$ cat src/rtl/ctl_arg_pkg.sv
package ctl_arg_pkg;

  localparam int GRP_W = 2;

  typedef enum logic [1:0] {
    ORD_NONE  = 2'd0,
    ORD_SUBST = 2'd1,
    ORD_JUMP  = 2'd2,
    ORD_CJUMP = 2'd3
  } ord_kind_e;

  typedef enum logic [1:0] {
    SEQ_T1    = 2'd0,
    SEQ_T1_T2 = 2'd1,
    SEQ_T1_T3 = 2'd2,
    SEQ_RSV   = 2'd3
  } tbl_seq_e;

  localparam logic [GRP_W-1:0] GRP_99 = 2'b11;
  localparam logic [GRP_W-1:0] GRP_09 = 2'b01;
  localparam logic [GRP_W-1:0] GRP_90 = 2'b10;

endpackage

$ cat src/rtl/cax_bcd_inc.sv
module cax_bcd_inc #(
  parameter  int DIGITS = 2,
  localparam int W      = 4 * DIGITS
) (
  input  logic [W-1:0] val,
  output logic [W-1:0] inc
);

  logic [DIGITS:0] cy;
  assign cy[0] = 1'b1;

  for (genvar i = 0; i < DIGITS; i++) begin : g_dig
    logic [3:0] d;
    logic       top;
    assign d   = val[4*i +: 4];
    assign top = (d >= 4'd9);
    assign inc[4*i +: 4] = !cy[i] ? d : (top ? 4'd0 : d + 4'd1);
    assign cy[i+1]       = cy[i] & top;
  end

endmodule

$ cat src/rtl/cax_grp_decode.sv
module cax_grp_decode
  import ctl_arg_pkg::*;
(
  input  logic [GRP_W-1:0] grp,
  output tbl_seq_e         seq,
  output logic             bad
);

  always_comb begin
    bad = 1'b0;
    case (grp)
      GRP_99:  seq = SEQ_T1;
      GRP_09:  seq = SEQ_T1_T2;
      GRP_90:  seq = SEQ_T1_T3;
      default: begin
        seq = SEQ_T1;
        bad = 1'b1;
      end
    endcase
  end

endmodule

$ cat src/rtl/cax_arg_store.sv
module cax_arg_store
  import ctl_arg_pkg::*;
#(
  parameter int ADDR_W = 8
) (
  input  logic              clk,
  input  logic              rst_n,
  input  logic              take,
  input  ord_kind_e         kind,
  input  logic [ADDR_W-1:0] digits,
  input  logic [GRP_W-1:0]  grp,
  input  logic              neg,
  input  logic              adv,
  input  logic [ADDR_W-1:0] adv_addr,
  output logic [ADDR_W-1:0] cur_addr,
  output logic [GRP_W-1:0]  cur_grp,
  output logic              launch
);

  logic [ADDR_W-1:0] fut_addr;
  logic [GRP_W-1:0]  fut_grp;

  assign launch = take && ((kind == ORD_JUMP) || (kind == ORD_CJUMP && !neg));

  always_ff @(posedge clk) begin
    if (!rst_n) begin
      cur_addr <= '0;
      cur_grp  <= GRP_99;
      fut_addr <= '0;
      fut_grp  <= GRP_99;
    end else if (adv) begin
      cur_addr <= adv_addr;
    end else if (take) begin
      case (kind)
        ORD_SUBST: begin
          fut_addr <= digits;
          fut_grp  <= grp;
        end
        ORD_JUMP: begin
          cur_addr <= digits;
          cur_grp  <= grp;
        end
        ORD_CJUMP: begin
          if (!neg) begin
            cur_addr <= fut_addr;
            cur_grp  <= fut_grp;
          end
        end
        default: ;
      endcase
    end
  end


  subst_keeps_cur_chk: assert property (@(posedge clk) disable iff (!rst_n)
    (take && kind == ORD_SUBST) |=> $stable(cur_addr) && $stable(cur_grp));


  cjump_copy_chk: assert property (@(posedge clk) disable iff (!rst_n)
    (take && kind == ORD_CJUMP && !neg) |=> cur_addr == $past(fut_addr) && cur_grp == $past(fut_grp));

endmodule

$ cat src/rtl/ctl_arg_xfer.sv
module ctl_arg_xfer
  import ctl_arg_pkg::*;
#(
  parameter  int DIGITS = 2,
  localparam int ADDR_W = 4 * DIGITS
) (
  input  logic              clk,
  input  logic              rst_n,
  input  logic              ord_valid,
  output logic              ord_ready,
  input  logic [1:0]        ord_kind,
  input  logic [ADDR_W-1:0] ord_digits,
  input  logic [1:0]        ord_grp,
  input  logic              acc_neg,
  input  logic              line_done,
  output logic              fetch_valid,
  input  logic              fetch_ready,
  output logic [ADDR_W-1:0] fetch_addr,
  output logic [1:0]        fetch_seq,
  output logic              grp_err,
  output logic              flush
);

  logic              take;
  logic              adv;
  logic              launch;
  logic [ADDR_W-1:0] cur_addr;
  logic [ADDR_W-1:0] nxt_addr;
  logic [GRP_W-1:0]  cur_grp;
  tbl_seq_e          seq;
  logic              bad;

  assign ord_ready = !fetch_valid;
  assign take      = ord_valid && ord_ready;
  assign adv       = fetch_valid && fetch_ready;

  cax_bcd_inc #(.DIGITS(DIGITS)) u_inc (
    .val (cur_addr),
    .inc (nxt_addr)
  );

  cax_grp_decode u_dec (
    .grp (cur_grp),
    .seq (seq),
    .bad (bad)
  );

  cax_arg_store #(.ADDR_W(ADDR_W)) u_store (
    .clk      (clk),
    .rst_n    (rst_n),
    .take     (take),
    .kind     (ord_kind_e'(ord_kind)),
    .digits   (ord_digits),
    .grp      (ord_grp),
    .neg      (acc_neg),
    .adv      (adv),
    .adv_addr (nxt_addr),
    .cur_addr (cur_addr),
    .cur_grp  (cur_grp),
    .launch   (launch)
  );

  always_ff @(posedge clk) begin
    if (!rst_n) begin
      fetch_valid <= 1'b0;
      flush       <= 1'b0;
    end else begin
      flush <= launch;
      if (adv)
        fetch_valid <= 1'b0;
      else if (launch || line_done)
        fetch_valid <= 1'b1;
    end
  end

  assign fetch_addr = cur_addr;
  assign fetch_seq  = seq;
  assign grp_err    = fetch_valid && bad;


  fetch_hold_chk: assert property (@(posedge clk) disable iff (!rst_n)
    (fetch_valid && !fetch_ready) |=> fetch_valid && $stable(fetch_addr) && $stable(fetch_seq));


  fetch_drop_chk: assert property (@(posedge clk) disable iff (!rst_n)
    (fetch_valid && fetch_ready) |=> !fetch_valid);


  jump_flush_chk: assert property (@(posedge clk) disable iff (!rst_n)
    (ord_valid && ord_ready && ord_kind == 2'd2) |=> flush && fetch_valid && fetch_addr == $past(ord_digits));


  cjump_minus_chk: assert property (@(posedge clk) disable iff (!rst_n)
    (ord_valid && ord_ready && ord_kind == 2'd3 && acc_neg) |=> !flush && $stable(fetch_addr));


  flush_pairs_fetch_chk: assert property (@(posedge clk) disable iff (!rst_n)
    flush |-> fetch_valid && !ord_ready);


  err_seq_chk: assert property (@(posedge clk) disable iff (!rst_n)
    grp_err |-> fetch_seq == 2'd0 && fetch_valid);

endmodule

$ cat config.mk
export PLATFORM = sky130hd
export DESIGN_NAME = ctl_arg_xfer
export DESIGN_NICKNAME = d
export VERILOG_FILES = /design/src/rtl/ctl_arg_pkg.sv /design/src/rtl/cax_bcd_inc.sv /design/src/rtl/cax_grp_decode.sv /design/src/rtl/cax_arg_store.sv /design/src/rtl/ctl_arg_xfer.sv
export SDC_FILE = /design/constraint.sdc
export NUM_CORES = 1
export LEC_CHECK = 0
export ABC_AREA = 1
export BUFFER_PORTS_ARGS = -buffer_cell sky130_fd_sc_hd__buf_4
export CORE_MARGIN = 2
export CORE_UTILIZATION = 47
export CTS_CLUSTER_SIZE = 20
export DETAILED_ROUTE_END_ITERATION = 8
export MAX_ROUTING_LAYER = met4
export PLACE_DENSITY = 0.83
export SKIP_LAST_GASP = 1
export SLEW_MARGIN = 10
export SYNTH_ARGS = -nofsm -noshare
export SYNTH_HDL_FRONTEND = slang
export SYNTH_HIERARCHICAL = 1
export SYNTH_SLANG_ARGS = --single-unit
$ cat constraint.sdc
create_clock -name clk -period 2.1 [get_ports clk]
set_input_delay 0.42 -clock clk [delete_from_list [all_inputs] [get_ports clk]]
set_output_delay 0.42 -clock clk [all_outputs]
set_load 0.01 [all_outputs]
==> results.yml, run 1 <==
floorplan:
  die_x_um: 58.4
  rows: 19
  dieHeight_um: 58.4
  core_area_um2: 2780
  boundaryPins: 32
  dieArea_um2: 3410
  initial_core_util_pct: 50.0
clocking:
  cts.clk_slew.worst_paths_ps: 120
  tritoncts: "built"
  clockBufferDepth: 2
  cts-resized-gates: 0
  cts_sinks: 22
  clk_latency_ps: 310
  cts-root-buf: "clkbuf_4"
  holdBufCountCts: 0
  htreeDepth: 1
  cts_made_buffers: 3
  postCtsSetupBuffers: 0
layout:
  ff_latch_area_um2: 440
  synthToLayoutAreaGrowth_pct: 19.7
  multiInputGateArea_um2: 790
  final_cell_mix: "43 x nand2_1, 35 x nor2_1, 32 x buf_4, 22 x inv_1, 22 x dfxtp_1"
  final_cell_area_um2: 1670
  final_common_cell: "nand2_1"
  drive_gt1_share_pct: 24.6
  fin_nets: 261
  n_antenna_cell: 0
  fillCellCount: 256
  finalNonFillerCells: 267
timing:
  fin_skew_ps: 5.67
  setup_violations: 0
  hold_viol: 0
  final.setup.tns_ps: 0
  rsz0062_at_grt: "false"
  tightest_slew_ps: 458
  slew_violations: 0
  fmax_mhz: 606
  finalCritPeriodShare_pct: 78.6
  fin_crit_ps: 1650
  max-slew-margin-rel_pct: 69.5
logic_synthesis:
  ys_types: 26
  ys_seq_elements: 22
  yosysSeqAreaShare_pct: 31.7
  yosysWarnings: 6
  avgSynthCellArea_um2: 6.72
  synth_cells: 207
  syn_nets: 231
  synth_area_um2: 1390
global_route:
  grt_max_degree: 21
  grt_pass1_vias: 1202
  grt_overflow: 0
  track_usage_pct: 18.9
  grt_pass1_wl_mm: 5.04
  antenna_found_initial: 0
critical_path:
  crit_path_start: "fetch_valid"
  cp_slowest_cell: "dfxtp_1"
  arrival_ps: 1860
  max_stage_delay_ps: 440
  crit_type: "register to register"
  crit_fanout: 13
  startpoint_type: "register"
  r2r_start: "fetch_valid"
  crit_required_ps: 2300
  crit_chain: "nand2_1 -> inv_1 -> inv_2 -> or2_2 -> nand3_2 -> a21oi_1"
  critPathCaptureType: "register"
hold_path:
  min_from: "ord_grp[0]"
  hp-class: "primary input to register"
power_and_ir_drop:
  peakVddDrop_mv: 0.884
  p_leak_uw: 0.000877
  powerDensity_nw_per_um2: 626
drt:
  ant_nets: 0
  drc: 0
  viasPerCell: 4.96
  dr.pass1.iters: 4
  wl_per_cell_um: 10.8
  dr_total_vias: 1323
  wl_mm: 2.87
  drt_iter0_drc: 36
placement:
  portBuffers: 31
  dp_hpwl_mm: 2.13
  gp_congestion: 0.800
  placed_cell_area_um2: 1610
  post-place-cells: 263
job:
  drv_cap: 0
run_status:
  status: "finished clean"
==> where the power goes <==
part / internal, uW / total, uW / leakage, uW / switching, uW
combinational: 108 / 248 / 0.000669 / 140
clock: 193 / 320 / 0.0000279 / 128
sequential: 445 / 474 / 0.000180 / 29.3
total: 746 / 1040 / 0.000877 / 297
==> routing by layer <==
layer / share of wire, % / up-vias / global-route usage [%]
met5: 0 / - / -
met4: 0.66 / 0 / 5.32
met3: 4.7 / 2 / 3.96
met2: 47 / 27 / 29.1
met1: 48 / 582 / 25.1
li1: - / 712 / -
==> worst max-delay path, delay by kind of cell (launching register included) <==
kind                   cells  cell delay, ps
AND/OR/NAND/NOR            3             510
buffers and inverters      2             550
flip-flops                 1             440
AO/OA/AOI/OAI              1              60
==> registers in the layout, indices dropped and copies added, names as in the netlist <==
signal,flops
flush,1
u_store/fut_grp,2
u_store/fut_addr,8
u_store/cur_addr,8
u_store/cur_grp,2
fetch_valid,1
==> Yosys cell counts <==
| library cell | instances | area [um2] |
|---|---|---|
| nor2_1 | 35 | 131 |
| a21oi_2 | 1 | 8.76 |
| xnor2_1 | 1 | 8.76 |
| nand3_1 | 20 | 100 |
| nor3_4 | 1 | 16.3 |
| buf_4 | 2 | 15.0 |
| nand2_2 | 4 | 25.0 |
| or2_2 | 3 | 18.8 |
| xor2_1 | 1 | 8.76 |
| inv_2 | 4 | 15.0 |
| o211ai_1 | 1 | 7.51 |
| o21ai_1 | 8 | 40.0 |
| o21ai_0 | 9 | 45.0 |
| buf_6 | 3 | 33.8 |
| ha_1 | 6 | 75.1 |
| nor3_1 | 1 | 5.00 |
| a21oi_1 | 9 | 45.0 |
| inv_1 | 22 | 82.6 |
| dfxtp_1 | 22 | 440 |
| nand3_4 | 1 | 17.5 |
| inv_4 | 1 | 6.26 |
| nand2_1 | 43 | 161 |
| buf_2 | 1 | 5.00 |
| clkbuf_1 | 1 | 3.75 |
| nand2_4 | 4 | 45.0 |
| nand3_2 | 3 | 30.0 |
==> path summary, 6_finish.rpt <==
kind                         endpoint  slack, ps  depth (start not counted)
hold / removal     u_store/fut_grp[0]        340                          3
hold reg to reg    u_store/fut_grp[0]        480                          2
setup / recovery  u_store/cur_addr[2]        450                          6
setup reg to reg  u_store/cur_addr[2]        450                          6
==> per-stage QoR <==
| stage | hold slack (ps) | worst slack, ps | util, % | total power (uW) |
|---|---|---|---|---|
| after floorplan | 428 | 563 | - | 650 |
| after global placement | 445 | 463 | 58.0 | 728 |
| after detailed placement | 449 | 412 | 58.0 | 731 |
| after CTS | 322 | 457 | 59.9 | 1050 |
| after global routing | 327 | 332 | 59.9 | 1110 |
| final | 338 | 449 | 59.9 | 1040 |
==> cell type report <==
class	count	share of cell area (%)
Inverter	27	6.24
Clock buffer	3	1.35
Timing Repair Buffer	32	14.4
Sequential cell	22	26.4
Clock inverter	1	1.80
Multi-Input combinational cell	151	47.4
Tap cell	31	2.33
==> cells by family (layout without fill, tap and decap cells) <==
logic type	after synthesis	count (layout)	synth area share, %
AOI/OAI and AO/OA	28	28	10.5
and+or+nand+nor	115	115	39.6
adders and majority gates	6	6	5.40
DFF	22	22	31.7
xor gates and xnor gates	2	2	1.26
buffers and inverters	34	63	11.6
No activity file was read; power rests on OpenSTA's default activity.
==> run 2, diff against run 1 <==
--- a/config.mk
+++ b/config.mk
@@ -5,7 +5,7 @@
 export SDC_FILE = /design/constraint.sdc
 export NUM_CORES = 1
 export LEC_CHECK = 0
-export ABC_AREA = 1
+export ABC_AREA = 0
 export BUFFER_PORTS_ARGS = -buffer_cell sky130_fd_sc_hd__buf_4
 export CORE_MARGIN = 2
 export CORE_UTILIZATION = 47
==> constraint.sdc (replaced) <==
create_clock -name clk -period 1.6 [get_ports clk]
set_input_delay 0.32 -clock clk [delete_from_list [all_inputs] [get_ports clk]]
set_output_delay 0.32 -clock clk [all_outputs]
set_load 0.01 [all_outputs]
==> run 2 against run 1 <==
The run now ends with DRC left. Global-route usage increased by 1.3 points. Synthesized cell count decreased by 20%. Worst setup slack got worse by 390 ps. Register-to-register slack got worse by 390 ps. Non-clock buffer count increased by 8. Cell count decreased by 15%. Core utilization increased by 1.1 points. Maximum frequency increased by 7.3%. Count of clock-buffer cells in the layout unchanged. Clock skew increased by 6.0 ps.
==> results.yml, run 2 <==
timing:
  setup_violations: 0
  fin_crit_ps: 1540
  max-slew-margin-rel_pct: 74.6
  tightest_slew_ps: 381
  fin_skew_ps: 11.6
  rsz0062_at_grt: "false"
  fmax_mhz: 650
  slew_violations: 0
  hold_viol: 0
  final.setup.tns_ps: 0
  finalCritPeriodShare_pct: 96.2
logic_synthesis:
  ys_types: 37
  synthXorXnorAreaFrac_pct: 0.625
  yosysSeqAreaShare_pct: 31.4
  synthSimpleGateAreaFrac_pct: 30.3
  synth_top_area_cell: "dfxtp_1"
  synth_cells: 165
  synth-compound-area-share_pct: 17.9
  avgSynthCellArea_um2: 8.49
  synth_top_cell_area_share_pct: 31.4
  synth_top_family_by_area: "simple AND/OR/NAND/NOR gates"
  synth_top_cells_by_area: "dfxtp_1 31%, nand3_1 7.5%, a21boi_2 7.2%"
  yosysWarnings: 6
  postSynth.asyncResetShare_pct: 0
  synthAdderAreaFrac_pct: 5.36
  synthFlopType: "dfxtp_1"
  synth_common_cells: "22 x dfxtp_1, 22 x nand2_1, 21 x nand3_1"
  syn_nets: 189
  synth_edf_count: 0
  synthMuxAreaShare_pct: 7.86
  ys_seq_elements: 22
  synth_area_um2: 1400
global_route:
  grt_pass1_wl_mm: 5.29
  grt_overflow: 0
  grt_max_degree: 33
  antenna_found_initial: 0
  grt_pass1_vias: 1211
  track_usage_pct: 20.2
critical_path:
  crit_type: "register to register"
  arrival_ps: 1710
  rr_worst_depth: 7
  startpoint_type: "register"
  critPathCaptureType: "register"
  crit_required_ps: 1770
  crit_fanout: 4
drt:
  ant_nets: 0
  dr.pass1.iters: 6
  drt_iter0_drc: 65
  viasPerCell: 5.61
  dr_total_vias: 1273
  wl_mm: 3.31
  wl_per_cell_um: 14.6
  drc: 3
floorplan:
  dieArea_um2: 3430
  initial_core_util_pct: 50.0
  dieHeight_um: 58.6
  boundaryPins: 32
  die_x_um: 58.6
  core_area_um2: 2810
  rows: 19
placement:
  portBuffers: 31
  gp_congestion: 0.868
  post-place-cells: 224
  dp_hpwl_mm: 2.50
clocking:
  htreeDepth: 1
  holdBufCountCts: 0
  clockBufferDepth: 2
  tritoncts: "built"
  cts_sinks: 22
  cts-root-buf: "clkbuf_4"
  cts_made_buffers: 3
  cts.clk_slew.worst_paths_ps: 130
  clk_latency_ps: 310
hold_path:
  hp-class: "primary input to register"
  worstHoldPathCells: 3
layout:
  final_cell_mix: "40 x buf_4, 22 x nand2_1, 21 x dfxtp_1, 21 x nand3_1, 9 x a21boi_2"
  n_antenna_cell: 0
  reg_top3: "u_store/cur_addr (8), u_store/fut_addr (8)"
  drive_gt1_share_pct: 35.7
  fin_nets: 222
  finalNonFillerCells: 227
  synthToLayoutAreaGrowth_pct: 22.1
  final_common_cell: "buf_4"
power_and_ir_drop:
  power.share.switching_pct: 28.0
  power_switching_uw: 306
  peakVddDrop_mv: 0.295
  p_int_uw: 785
  p_leak_uw: 0.000698
  p_clk_share_pct: 23.1
  combPwrFrac_pct: 23.2
  powerDensity_nw_per_um2: 638
  p_seq_share_pct: 53.7
run_status:
  status: "finished with violations"
  violations: "DRC"
job:
  drv_cap: 0
==> run 2: stage by stage <==
step	power [uW]	area, um2	util, %	hold slack, ps	setup WS, ps
after floorplan	752	1400	-	440	29.6
after global placement	834	1670	59.7	449	121
after detailed placement	845	1670	59.7	466	79.7
after CTS	1090	1700	60.5	233	64.5
after global routing	1150	1710	61.0	233	8.65
final	1090	1710	61.0	235	61.1
==> run 2: worst paths after layout <==
path,endpoint,slack [ps],start
worst max-delay path,u_store/cur_addr[7],60,u_store/cur_addr[1]
worst min-delay path,u_store/fut_grp[1],240,ord_grp[1]
worst max register to register,u_store/cur_addr[7],60,u_store/cur_addr[1]
worst min register to register,u_store/fut_addr[5],480,u_store/fut_addr[5]
==> run 2: worst max-delay path, stage by stage (launching register included) <==
cell,delay [ps]
dfxtp_2,340
inv_1,50
ha_1,200
or3b_4,400
a31oi_1,190
a21oi_1,60
nand3_1,80
o221ai_1,110
==> run 2: power groups by stage <==
stage	Sequential [uW]	Clock (uW)	Combinational [uW]
after floorplan	602	0	150
after global placement	595	0	239
after detailed placement	597	0	248
after CTS	585	257	250
after global routing	588	285	276
final	586	252	253
==> run 2: area by class of cell <==
cell class | instances | area [um2]
Inverter | 7 | 26.3
Multi-Input combinational cell | 124 | 881
Fill cell | 246 | 1090
Timing Repair Buffer | 40 | 300
Tap cell | 31 | 38.8
Sequential cell | 22 | 442
Clock buffer | 3 | 22.5
==> run 2: cell families after synthesis <==
group	Yosys count
flops	22
fa+ha+maj	6
buf+inv	19
simple gates	76
xor+xnor	1
mux	10
compound gates	31
==> run 2: timing repair <==
item                       CTS  global route
setup buffers                0             0
setup endpoints to repair    0             6
resized for setup            0             3
==> run 2: routing by layer <==
metal | wire [um] | up-vias | track usage, %
met5 | 0 | - | -
met4 | 64 | 0 | 7.79
met3 | 117 | 6 | 1.54
met2 | 1620 | 28 | 33.5
met1 | 1510 | 595 | 25.6
li1 | - | 644 | -
==> run 3, diff against run 2 <==
--- a/config.mk
+++ b/config.mk
@@ -8,11 +8,11 @@
 export ABC_AREA = 0
 export BUFFER_PORTS_ARGS = -buffer_cell sky130_fd_sc_hd__buf_4
 export CORE_MARGIN = 2
-export CORE_UTILIZATION = 47
+export CORE_UTILIZATION = 50
 export CTS_CLUSTER_SIZE = 20
 export DETAILED_ROUTE_END_ITERATION = 8
 export MAX_ROUTING_LAYER = met4
-export PLACE_DENSITY = 0.83
+export PLACE_DENSITY = 0.87
 export SKIP_LAST_GASP = 1
 export SLEW_MARGIN = 10
 export SYNTH_ARGS = -nofsm -noshare
==> run 3 against run 2 <==
Critical path depth grew 1. Clock power is 72% higher. The flow finishes with violations (setup timing). Count of clock-buffer cells in the layout is the same. Die area decreased by 5.6%. Maximum frequency decreased by 4.7%. Register-to-register slack worse by 80 ps. Hold slack got worse by 12 ps. First-iteration DRC count stayed put. Final area is 2.2% higher.
==> results.yml, run 3 (synthesis results as in run 2) <==
run_status:
  status: "finished with violations"
  violations: "setup timing"
global_route:
  track_usage_pct: 21.0
  met3_usage_pct: 3.63
  gr-usage-met2_pct: 32.2
  grt_overflow: 0
  antenna_found_initial: 0
  met1_usage_pct: 27.1
  grt_max_degree: 33
  grt_pass1_vias: 1242
  grt_pass1_wl_mm: 5.31
  busiest_layer: "met2"
layout:
  drive_gt1_share_pct: 36.4
  final_common_cell: "buf_4"
  final_cell_mix: "41 x buf_4, 22 x nand2_1, 21 x dfxtp_1, 21 x nand3_1, 9 x a21boi_2"
  fin_nets: 223
  fin_util_pct: 64.5
  synthToLayoutAreaGrowth_pct: 24.7
  reg_top3: "u_store/cur_addr (8), u_store/fut_addr (8)"
  n_antenna_cell: 0
placement:
  gp_congestion: 0.834
  portBuffers: 31
  dp_slack_ps: 61.0
  dp_hpwl_mm: 2.33
drt:
  drt_iter0_drc: 65
  viasPerCell: 5.62
  dr.pass1.iters: 4
  wl_per_cell_um: 14.5
  ant_nets: 0
  wl_mm: 3.32
  drc: 0
  dr_total_vias: 1287
timing:
  hold_viol: 0
  setup_violations: 1
  tightest_slew_ps: 384
  fmax_mhz: 620
  whs_ps: 223
  setup_ws_ps: -14.2
  rsz0062_at_grt: "true"
  finalCritPeriodShare_pct: 101
  slew_violations: 0
  fin_crit_ps: 1610
  fin_skew_ps: 4.18
  max-slew-margin-rel_pct: 74.4
floorplan:
  dieHeight_um: 56.9
  core_area_um2: 2710
  boundaryPins: 32
  initial_core_util_pct: 51.7
  die_x_um: 56.9
  dieArea_um2: 3240
  rows: 19
job:
  drv_cap: 0
clocking:
  cts_sinks: 22
  htreeDepth: 1
  cts.clk_slew.worst_paths_ps: 130
  cts-root-buf: "clkbuf_4"
  postCtsSetupBuffers: 0
  cts_made_buffers: 3
  tritoncts: "built"
  clk_latency_ps: 310
  clockBufferDepth: 2
  holdBufCountCts: 0
power_and_ir_drop:
  p_leak_uw: 0.000717
  powerDensity_nw_per_um2: 733
  peakVddDrop_mv: 0.583
critical_path:
  critPathCaptureType: "register"
  crit_chain: "inv_1 -> ha_1 -> nor3b_2 -> buf_4 -> o21ai_0 -> o41ai_2 -> nand3_1 -> o221ai_1"
  crit_fanout: 3
  crit_required_ps: 1790
  crit_type: "register to register"
  startpoint_type: "register"
  max_stage_delay_ps: 380
  cp_slowest_cell: "dfxtp_1"
  arrival_ps: 1800
hold_path:
  hp-class: "primary input to register"
-- run 3: changes by cell type in the layout (fill, tap and decap cells not counted) --
| cell | previous run | this run |
|---|---|---|
| a21boi_0 | 1 | 0 |
| a21boi_1 | 0 | 1 |
| buf_4 | 40 | 41 |
| bufinv_16 | 0 | 1 |
-- run 3: area by class of cell --
class	count	area [um2]
Timing Repair Buffer	41	308
Clock inverter	1	30.0
Fill cell	254	962
Clock buffer	3	22.5
Sequential cell	22	442
Multi-Input combinational cell	124	881
Tap cell	31	38.8
Inverter	7	26.3
-- run 3: worst max-delay path, delay by kind of cell, from the launching register on --
kind,cells,cell delay (ps)
and+or+nand+nor,2,270
AOI/OAI and AO/OA,3,450
buffers and inverters,2,200
DFF,1,380
adders and majority gates,1,200
-- run 3: metal layers --
layer / wire [um] / share of wire, %
met1: 1490 / 45
met2: 1610 / 49
met3: 167 / 5.0
met4: 45 / 1.4
met5: 0 / 0
-- run 3: repair_timing --
item | in CTS | in global routing
setup endpoints to repair | 0 | 5
hold endpoints to repair | 0 | 0
resized for setup | 0 | 4
-- run 3: worst paths after layout --
path	start	endpoint	slack [ps]	cells past startpoint
max	u_store/cur_addr[0]	u_store/cur_addr[6]	-10	8
min reg2reg	u_store/fut_addr[1]	u_store/fut_addr[1]	480	2
min	ord_grp[1]	u_store/fut_grp[1]	220	3
max reg2reg	u_store/cur_addr[0]	u_store/cur_addr[6]	-10	8
-- run 3: power breakdown --
part           total [uW]  internal, uW  switching, uW
Sequential            586           569           16.8
Combinational         262           135            126
Clock                 434           253            181
-- run 3: per-stage QoR --
step                instances  total power (uW)  TNS (ps)  instance area [um2]
floorplan                 165               752         0                 1400
global placement          225               846         0                 1680
detailed placement        225               851         0                 1680
CTS                       229              1280         0                 1730
global route              229              1330     -52.7                 1750
finish                    229              1280     -14.2                 1750
